File: config.mk
export PLATFORM = sky130hd
export DESIGN_NAME = irq_claim_unit
export DESIGN_NICKNAME = d
export VERILOG_FILES = /design/src/rtl/irq_claim_unit.sv
export SDC_FILE = /design/constraint.sdc
export NUM_CORES = 1
export LEC_CHECK = 0
export BUFFER_PORTS_ARGS = -buffer_cell sky130_fd_sc_hd__buf_4
export CELL_PAD_IN_SITES_DETAIL_PLACEMENT = 0
export CELL_PAD_IN_SITES_GLOBAL_PLACEMENT = 2
export CORE_UTILIZATION = 35
export DETAILED_ROUTE_END_ITERATION = 8
export PLACE_DENSITY = 0.79
export SLEW_MARGIN = 20
export SYNTH_ARGS = -nofsm -noshare
export SYNTH_HDL_FRONTEND = slang
export SYNTH_SLANG_ARGS = --single-unit
File: constraint.sdc
create_clock -name clk -period 87.8 [get_ports clk]
set_clock_uncertainty 0.2 [all_clocks]
set_input_delay 26.34 -clock clk [delete_from_list [all_inputs] [get_ports clk]]
set_output_delay 26.34 -clock clk [all_outputs]
set_load 0.03 [all_outputs]
File: src/rtl/irq_claim_unit.sv
module irq_claim_unit #(
  parameter int NSRC   = 40,
  parameter int PRIO_W = 3
) (
  input  logic                       clk,
  input  logic                       rst_n,
  input  logic [NSRC-1:0]            irq_src,
  input  logic                       reg_valid,
  input  logic                       reg_write,
  input  logic [$clog2(NSRC)-1:0]    reg_addr,
  input  logic [31:0]                reg_wdata,
  output logic [31:0]                reg_rdata,
  output logic                       irq_o
);
  localparam int ID_W   = $clog2(NSRC);
  localparam int NWORDS = (NSRC + 31) / 32;
  localparam int NBITS  = NWORDS * 32;

  logic [NWORDS-1:0][31:0] pend_w, hid_w, clm_w;
  logic [NBITS-1:0]        pend, hid, clm;
  logic [NSRC-1:0]         src_q;
  logic [PRIO_W-1:0]       prio [NSRC];
  logic [ID_W-1:0]         best;
  logic [PRIO_W-1:0]       best_p;

  assign pend = pend_w;
  assign hid  = hid_w;
  assign clm  = clm_w;

  wire acc_claim = reg_valid && !reg_write && reg_addr == '0;
  wire acc_done  = reg_valid &&  reg_write && reg_addr == '0;
  wire done_ok   = reg_wdata < 32'(NSRC) && reg_wdata != 32'd0;
  wire [ID_W-1:0] done_id = reg_wdata[ID_W-1:0];

  always_comb begin
    best   = '0;
    best_p = '0;
    for (int n = 1; n < NSRC; n++)
      if (pend[n] && !clm[n] && prio[n] > best_p) begin
        best   = ID_W'(n);
        best_p = prio[n];
      end
  end

  assign irq_o = best != '0;

  always_ff @(posedge clk) begin
    if (!rst_n) begin
      pend_w    <= '0;
      hid_w     <= '0;
      clm_w     <= '0;
      src_q     <= '0;
      reg_rdata <= '0;
      for (int n = 0; n < NSRC; n++) prio[n] <= '0;
    end else begin
      src_q <= irq_src;
      for (int n = 1; n < NSRC; n++) begin
        if (clm[n])
          hid_w[n/32][n%32] <= irq_src[n];
        else if (irq_src[n] && !src_q[n])
          pend_w[n/32][n%32] <= 1'b1;
      end
      if (acc_claim) begin
        reg_rdata <= 32'(best);
        if (best != '0) begin
          pend_w[best/32][best%32] <= 1'b0;
          clm_w[best/32][best%32]  <= 1'b1;
        end
      end else if (acc_done) begin
        reg_rdata <= '0;
        if (done_ok && clm[done_id]) begin
          clm_w[done_id/32][done_id%32] <= 1'b0;
          hid_w[done_id/32][done_id%32] <= 1'b0;
          if (hid[done_id] || irq_src[done_id])
            pend_w[done_id/32][done_id%32] <= 1'b1;
        end
      end else if (reg_valid) begin
        if (reg_write) begin
          if (32'(reg_addr) < 32'(NSRC)) prio[reg_addr] <= reg_wdata[PRIO_W-1:0];
        end else begin
          reg_rdata <= (32'(reg_addr) < 32'(NSRC)) ? 32'(prio[reg_addr]) : 32'd0;
        end
      end
    end
  end

  // a claimed source never shows as visibly pending
  a_r5_no_pend_while_claimed: assert property (@(posedge clk) disable iff (!rst_n)
    (pend & clm) == '0);

  // a held assertion exists only inside a claimed window
  a_r7_hidden_only_claimed: assert property (@(posedge clk) disable iff (!rst_n)
    (hid & ~clm) == '0);

  // a successful claim leaves that source claimed and not pending
  a_r4_claim_marks: assert property (@(posedge clk) disable iff (!rst_n)
    (acc_claim && irq_o) |=> (clm[reg_rdata[ID_W-1:0]] && !pend[reg_rdata[ID_W-1:0]]));

  // with no request outstanding a claim returns 0
  a_r3_empty_claim: assert property (@(posedge clk) disable iff (!rst_n)
    (acc_claim && !irq_o) |=> reg_rdata == 32'd0);

  // a completion clears the read-back value
  a_r8_done_clears: assert property (@(posedge clk) disable iff (!rst_n)
    acc_done |=> reg_rdata == 32'd0);

  // completing an unclaimed source leaves the claimed flags alone
  a_r8_unclaimed_ignored: assert property (@(posedge clk) disable iff (!rst_n)
    (acc_done && !(done_ok && clm[done_id])) |=> $stable(clm));
endmodule

==> impl_metrics.env, run 1 <==
export IMPL_yosysSeqAreaShare_pct=41.5
export IMPL_r2r_end="clm[13]"
export IMPL_ff2ff_setup_slack_ns=30.11
export IMPL_final_common_cell="nor2_1"
export IMPL_slew_violations=0
export IMPL_finalCritPeriodShare_pct=95.2
export IMPL_ys_types=118
export IMPL_fin_crit_ns=83.62
export IMPL_synth_edff_count=192
export IMPL_critPathSlowestCell="or4_4"
export IMPL_worstSetupPathType="reg -> out"
export IMPL_grt_usage_pct=26.9
export IMPL_finalHoldViolations=0
export IMPL_cts_sinks=404
export IMPL_die_h_um=265
export IMPL_drtIter0Drc=2464
export IMPL_start_util_pct=35.6
export IMPL_clk_pin_slew_ns=0.06
export IMPL_crit_fanout=9
export IMPL_tightest_slew_ns=1.19
export IMPL_r2r_start="clm[1]"
export IMPL_nets=2862
export IMPL_end_kind="output pin"
export IMPL_grt_pass1_wl_um=141000
export IMPL_pin_count=115
export IMPL_clock_latency_ns=0.61
export IMPL_power_per_cell_area_nw_per_um2=23.5
export IMPL_cpMostUsedCell="nor2_1"
export IMPL_drt_wirelength_per_cell_um=26.3
export IMPL_rows=95
export IMPL_gr_usage_met2_pct=41.5
export IMPL_drtPass1Iterations=5
export IMPL_grt_max_degree=101
export IMPL_ys_warnings_count=0
export IMPL_drc=0
export IMPL_fmax_mhz=12.0
export IMPL_ir_drop_mv=0.0141
export IMPL_leakage_nw=9.98
export IMPL_hpwl_um=71700
export IMPL_total_power_uw=649
export IMPL_cts_buffers=46
export IMPL_clk_path_buf_depth=3
export IMPL_die_x_um=265
export IMPL_cp_required_ns=61.26
export IMPL_globalRouteMet3Util_pct=3.90
export IMPL_wirelength_um=95900
export IMPL_synth_avg_cell_area_um2=9.19
export IMPL_io_buffer_count=88
export IMPL_postRouteAntennaNets=0
export IMPL_ys_ff_latch=404
export IMPL_grt_pass1_vias=21143
export IMPL_met1_usage_pct=37.7
export IMPL_antenna_found_initial=1
export IMPL_setup_viol=0
export IMPL_grt_ovfl_total=0
export IMPL_critical_path_max_stage_delay_ns=0.51
export IMPL_synthFlopType="dfxtp_1"
export IMPL_startpoint_type="flop"
export IMPL_synthesis_area_um2=24100
export IMPL_hold_path_class="reg -> reg"
export IMPL_async_reset_ff_share_pct=0
export IMPL_r2r_cells=274
export IMPL_synth_cells=2626
export IMPL_setup_worst_path_start="clm[1]"
export IMPL_grt_busiest_layer="met2"
export IMPL_design_area_um2=27600
export IMPL_via_per_inst=6.04
export IMPL_fp_dieArea_um2=70000
export IMPL_drive_gt1_share_pct=13.6
export IMPL_cts_tree="yes"
export IMPL_area_growth_pct=14.3
export IMPL_place_area_um2=25700
export IMPL_timing_slew_headroom_pct=20.8
export IMPL_num_vias=22021
export IMPL_ctsHtreeMaxLevel=2
export IMPL_arrival_ns=57.08
export IMPL_layout_common_cells="314 x nor2_1, 212 x dfxtp_1, 192 x nand2_1, 192 x edfxtp_1, 154 x o21ai_0"
export IMPL_max_cap_viol_count=0
export IMPL_cts_root_buf="clkbuf_16"
export IMPL_gp_congestion=0.955
export IMPL_status="completed"
export IMPL_endpoint="irq_o"
export IMPL_core_area_um2=67800
## where the power goes
part / internal (mW) / leakage (nW) / switching (mW)
clock: 0.119 / 0.779 / 0.0835
sequential: 0.206 / 3.57 / 0.00789
combinational: 0.0771 / 5.63 / 0.156
total: 0.402 / 9.98 / 0.247
## synthesized netlist by cell type, types with 15 or more instances
| cell | instances | area [um^2] |
|---|---|---|
| nand2_1 | 193 | 724 |
| clkbuf_1 | 101 | 379 |
| a22oi_1 | 74 | 556 |
| or2_2 | 25 | 156 |
| o31ai_1 | 42 | 315 |
| nand4_1 | 30 | 188 |
| and3_1 | 40 | 250 |
| a221oi_1 | 17 | 149 |
| o21a_1 | 24 | 180 |
| mux2_2 | 17 | 191 |
| or3_1 | 15 | 93.8 |
| a31oi_1 | 50 | 313 |
| dfxtp_1 | 212 | 4240 |
| nand3_1 | 54 | 270 |
| inv_1 | 73 | 274 |
| buf_4 | 29 | 218 |
| nor2b_1 | 45 | 282 |
| nor3_1 | 59 | 295 |
| o22ai_1 | 31 | 194 |
| nor3b_1 | 51 | 383 |
| a22o_1 | 18 | 158 |
| edfxtp_1 | 192 | 5770 |
| o21ai_0 | 159 | 796 |
| mux2i_1 | 49 | 490 |
| mux4_2 | 32 | 721 |
| a21oi_1 | 105 | 526 |
| nor2_1 | 321 | 1200 |
| and2_1 | 149 | 932 |
| a211oi_1 | 16 | 120 |
| buf_1 | 18 | 67.6 |
| o211ai_1 | 27 | 203 |
| ha_1 | 45 | 563 |
## metal layers
layer / wire, um / share of wire (%)
met1: 42700 / 44
met4: 4130 / 4.3
met3: 6710 / 7.0
met5: 0 / 0
met2: 42400 / 44
## logic make-up after synthesis
group / synth area share, %
AOI/OAI and AO/OA: 22.6
adders and majority gates: 2.79
DFF: 41.5
buffers and inverters: 4.19
other: 0.0155
xor gates and xnor gates: 0.0726
muxes: 5.81
and+or+nand+nor: 23.1
## stage by stage
step / util (%) / std cells / setup TNS [ns] / hold slack, ns / worst slack, ns
final: 40.7 / 3644 / 0 / 0.251 / 4.18
after global routing: 40.7 / 3643 / -0.151 / 0.269 / -0.151
after CTS: 40.3 / 3633 / 0 / 0.256 / 0.873
after detailed placement: 38.0 / 3550 / 0 / 0.241 / 1.71
after global placement: 38.0 / 3550 / 0 / 0.236 / 2.63
after floorplan: - / 2726 / 0 / 0.224 / 9.80
## flip-flops by register name, indices dropped and copies added (netlist names)
signal / flops
clm: 64
pend: 39
prio: 192
src_q: 39
hid: 64
reg_rdata: 6
## timing repair
action                                  CTS  global route
buffers inserted                          0            10
endpoints found under the setup margin    0             1
hold buffers                              0             0
gates resized for setup                   0            47
## cell type report
| class | count | area [um^2] |
|---|---|---|
| multi-input cells | 2090 | 13700 |
| diodes | 1 | 2.50 |
| flip-flops and latches | 404 | 10000 |
| clock buffers | 63 | 1340 |
| clock inverters | 20 | 256 |
| inverters | 74 | 278 |
| repair buffers | 119 | 893 |
| fillers | 6746 | 40200 |
| well taps | 873 | 1090 |
## worst max-delay path, delay by kind of cell (launching register included)
family	cells	cell delay, ns
fa+ha+maj	47	13.85
mux	17	5.52
buf+inv	5	0.47
simple gates	102	16.42
compound gates	103	19.74
flops	1	0.37
## worst min path at each step
stage,from,end,cells past startpoint
floorplan,clm[42],clm[42],1
global placement,clm[43],clm[43],1
detailed placement,hid[63],hid[63],1
CTS,clm[44],clm[44],1
global route,clm[44],clm[44],1
finish,hid[43],hid[43],1
Note: power is estimated with default switching activity, not from simulation.
==> inputs of run 2 (changes only) <==
CORE_UTILIZATION = 30   (was 35)
PLACE_DENSITY = 0.71   (was 0.79)
==> impl_metrics.env, run 2 (same netlist as run 1, synthesis figures left out) <==
export IMPL_status="completed"
export IMPL_fin_crit_ns=84.11
export IMPL_fin_cells=3824
export IMPL_hold_path_class="reg -> reg"
export IMPL_pin_count=115
export IMPL_ir_drop_mv=0.0154
export IMPL_tightest_slew_ns=1.08
export IMPL_rows=103
export IMPL_grt_pass1_wl_um=147000
export IMPL_cts_root_buf="clkbuf_16"
export IMPL_drt_wirelength_per_cell_um=26.4
export IMPL_fmax_mhz=11.9
export IMPL_startpoint_type="flop"
export IMPL_cpMostUsedCell="nor2_1"
export IMPL_grt_ovfl_total=0
export IMPL_hpwl_um=75300
export IMPL_cts_tree="yes"
export IMPL_drtPass1Iterations=6
export IMPL_worstSetupPathType="reg -> out"
export IMPL_finalHoldViolations=0
export IMPL_leakage_nw=9.97
export IMPL_cts_sinks=404
export IMPL_largest_register_ffs=192
export IMPL_layout_common_cells="314 x nor2_1, 212 x dfxtp_1, 193 x nand2_1"
export IMPL_globalRouteMet3Util_pct=3.13
export IMPL_core_area_um2=79300
export IMPL_met1_usage_pct=33.8
export IMPL_drc=0
export IMPL_holdWs_ns=0.254
export IMPL_drtIter0Drc=2023
export IMPL_largest_register="prio"
export IMPL_gp_congestion=0.925
export IMPL_diodes=0
export IMPL_max_cap_viol_count=0
export IMPL_finalCritPeriodShare_pct=95.8
export IMPL_antenna_found_initial=2
export IMPL_grt_busiest_layer="met2"
export IMPL_fin_util_pct=35.1
export IMPL_timing_slew_headroom_pct=27.7
export IMPL_io_buffer_count=88
export IMPL_grt_pass1_vias=21188
export IMPL_gr_usage_met2_pct=38.8
export IMPL_via_per_inst=5.78
export IMPL_area_growth_pct=15.1
export IMPL_wirelength_um=101000
export IMPL_path_buf_inv=6
export IMPL_ctsHtreeMaxLevel=2
export IMPL_setup_viol=0
export IMPL_postRouteAntennaNets=0
export IMPL_place_detailed_instances=3732
export IMPL_clk_path_buf_depth=3
export IMPL_crit_family="compound AO/OA/AOI/OAI gates"
export IMPL_cts_buffers=47
export IMPL_grt_usage_pct=24.3
export IMPL_crit_fanout=9
export IMPL_die_h_um=286
export IMPL_arrival_ns=57.57
export IMPL_critical_path_max_stage_delay_ns=0.52
export IMPL_grt_max_degree=81
export IMPL_drive_gt1_share_pct=13.6
export IMPL_critPathSlowestCell="or4_4"
export IMPL_n_fill_cell=8081
export IMPL_fp_dieArea_um2=81600
export IMPL_power_per_cell_area_nw_per_um2=23.3
export IMPL_clock_latency_ns=0.61
export IMPL_cp_required_ns=61.26
export IMPL_end_kind="output pin"
export IMPL_start_util_pct=30.5
export IMPL_nets=2863
export IMPL_clk_pin_slew_ns=0.06
export IMPL_slew_violations=0
export IMPL_die_x_um=286
export IMPL_final_common_cell="nor2_1"
export IMPL_num_vias=22088
[run 2: cell types whose count changed in the layout (fill, tap and decap cells not counted), moves of 2 or more]
cell,delta
clkinv_1,+3
bufinv_16,-2
clkbuf_16,+2
clkbuf_1,+4
[run 2: cell type report]
class,count,area (um^2),share of cell area [%]
inverter,74,278,0.999
clock inverter,18,178,0.639
sequential,404,10000,36.0
clock buffer,69,1400,5.05
multi-input combinational,2090,13700,49.4
tap,1050,1310,4.73
timing repair buffer,119,893,3.21
[run 2: final timing paths]
kind | from | end | slack [ns] | cells after the start
hold reg to reg | clm[54] | clm[54] | 0.25 | 1
hold / removal | clm[54] | clm[54] | 0.25 | 1
setup reg to reg | clm[1] | pend[19] | 29.62 | 272
setup / recovery | clm[1] | irq_o | 3.69 | 273
[run 2: per-layer routing]
metal	routed length, um	vias up
met3	6210	142
met1	45400	11087
met4	3280	0
met2	46100	843
li1	-	10016
met5	0	-
[run 2: power breakdown]
part / internal [mW] / switching, mW / total (mW)
Sequential: 0.206 / 0.00786 / 0.214
Clock: 0.117 / 0.0840 / 0.201
Combinational: 0.0764 / 0.158 / 0.234
[run 2: what timing repair did]
item	CTS	global route
hold buffers	0	0
gates resized for setup	0	48
setup buffers	0	5
endpoints found under the setup margin	0	1
[run 2: through the flow]
step           area, um^2  TNS, ns  power, mW  setup WS (ns)
6_report            27800        0      0.649           3.69
4_1_cts             27600        0      0.641          0.124
5_1_grt             27800  -0.0127      0.679        -0.0127
2_1_floorplan       24500        0      0.366           9.80
3_5_place_dp        26000        0      0.440          0.985
3_3_place_gp        26000        0      0.440           1.91
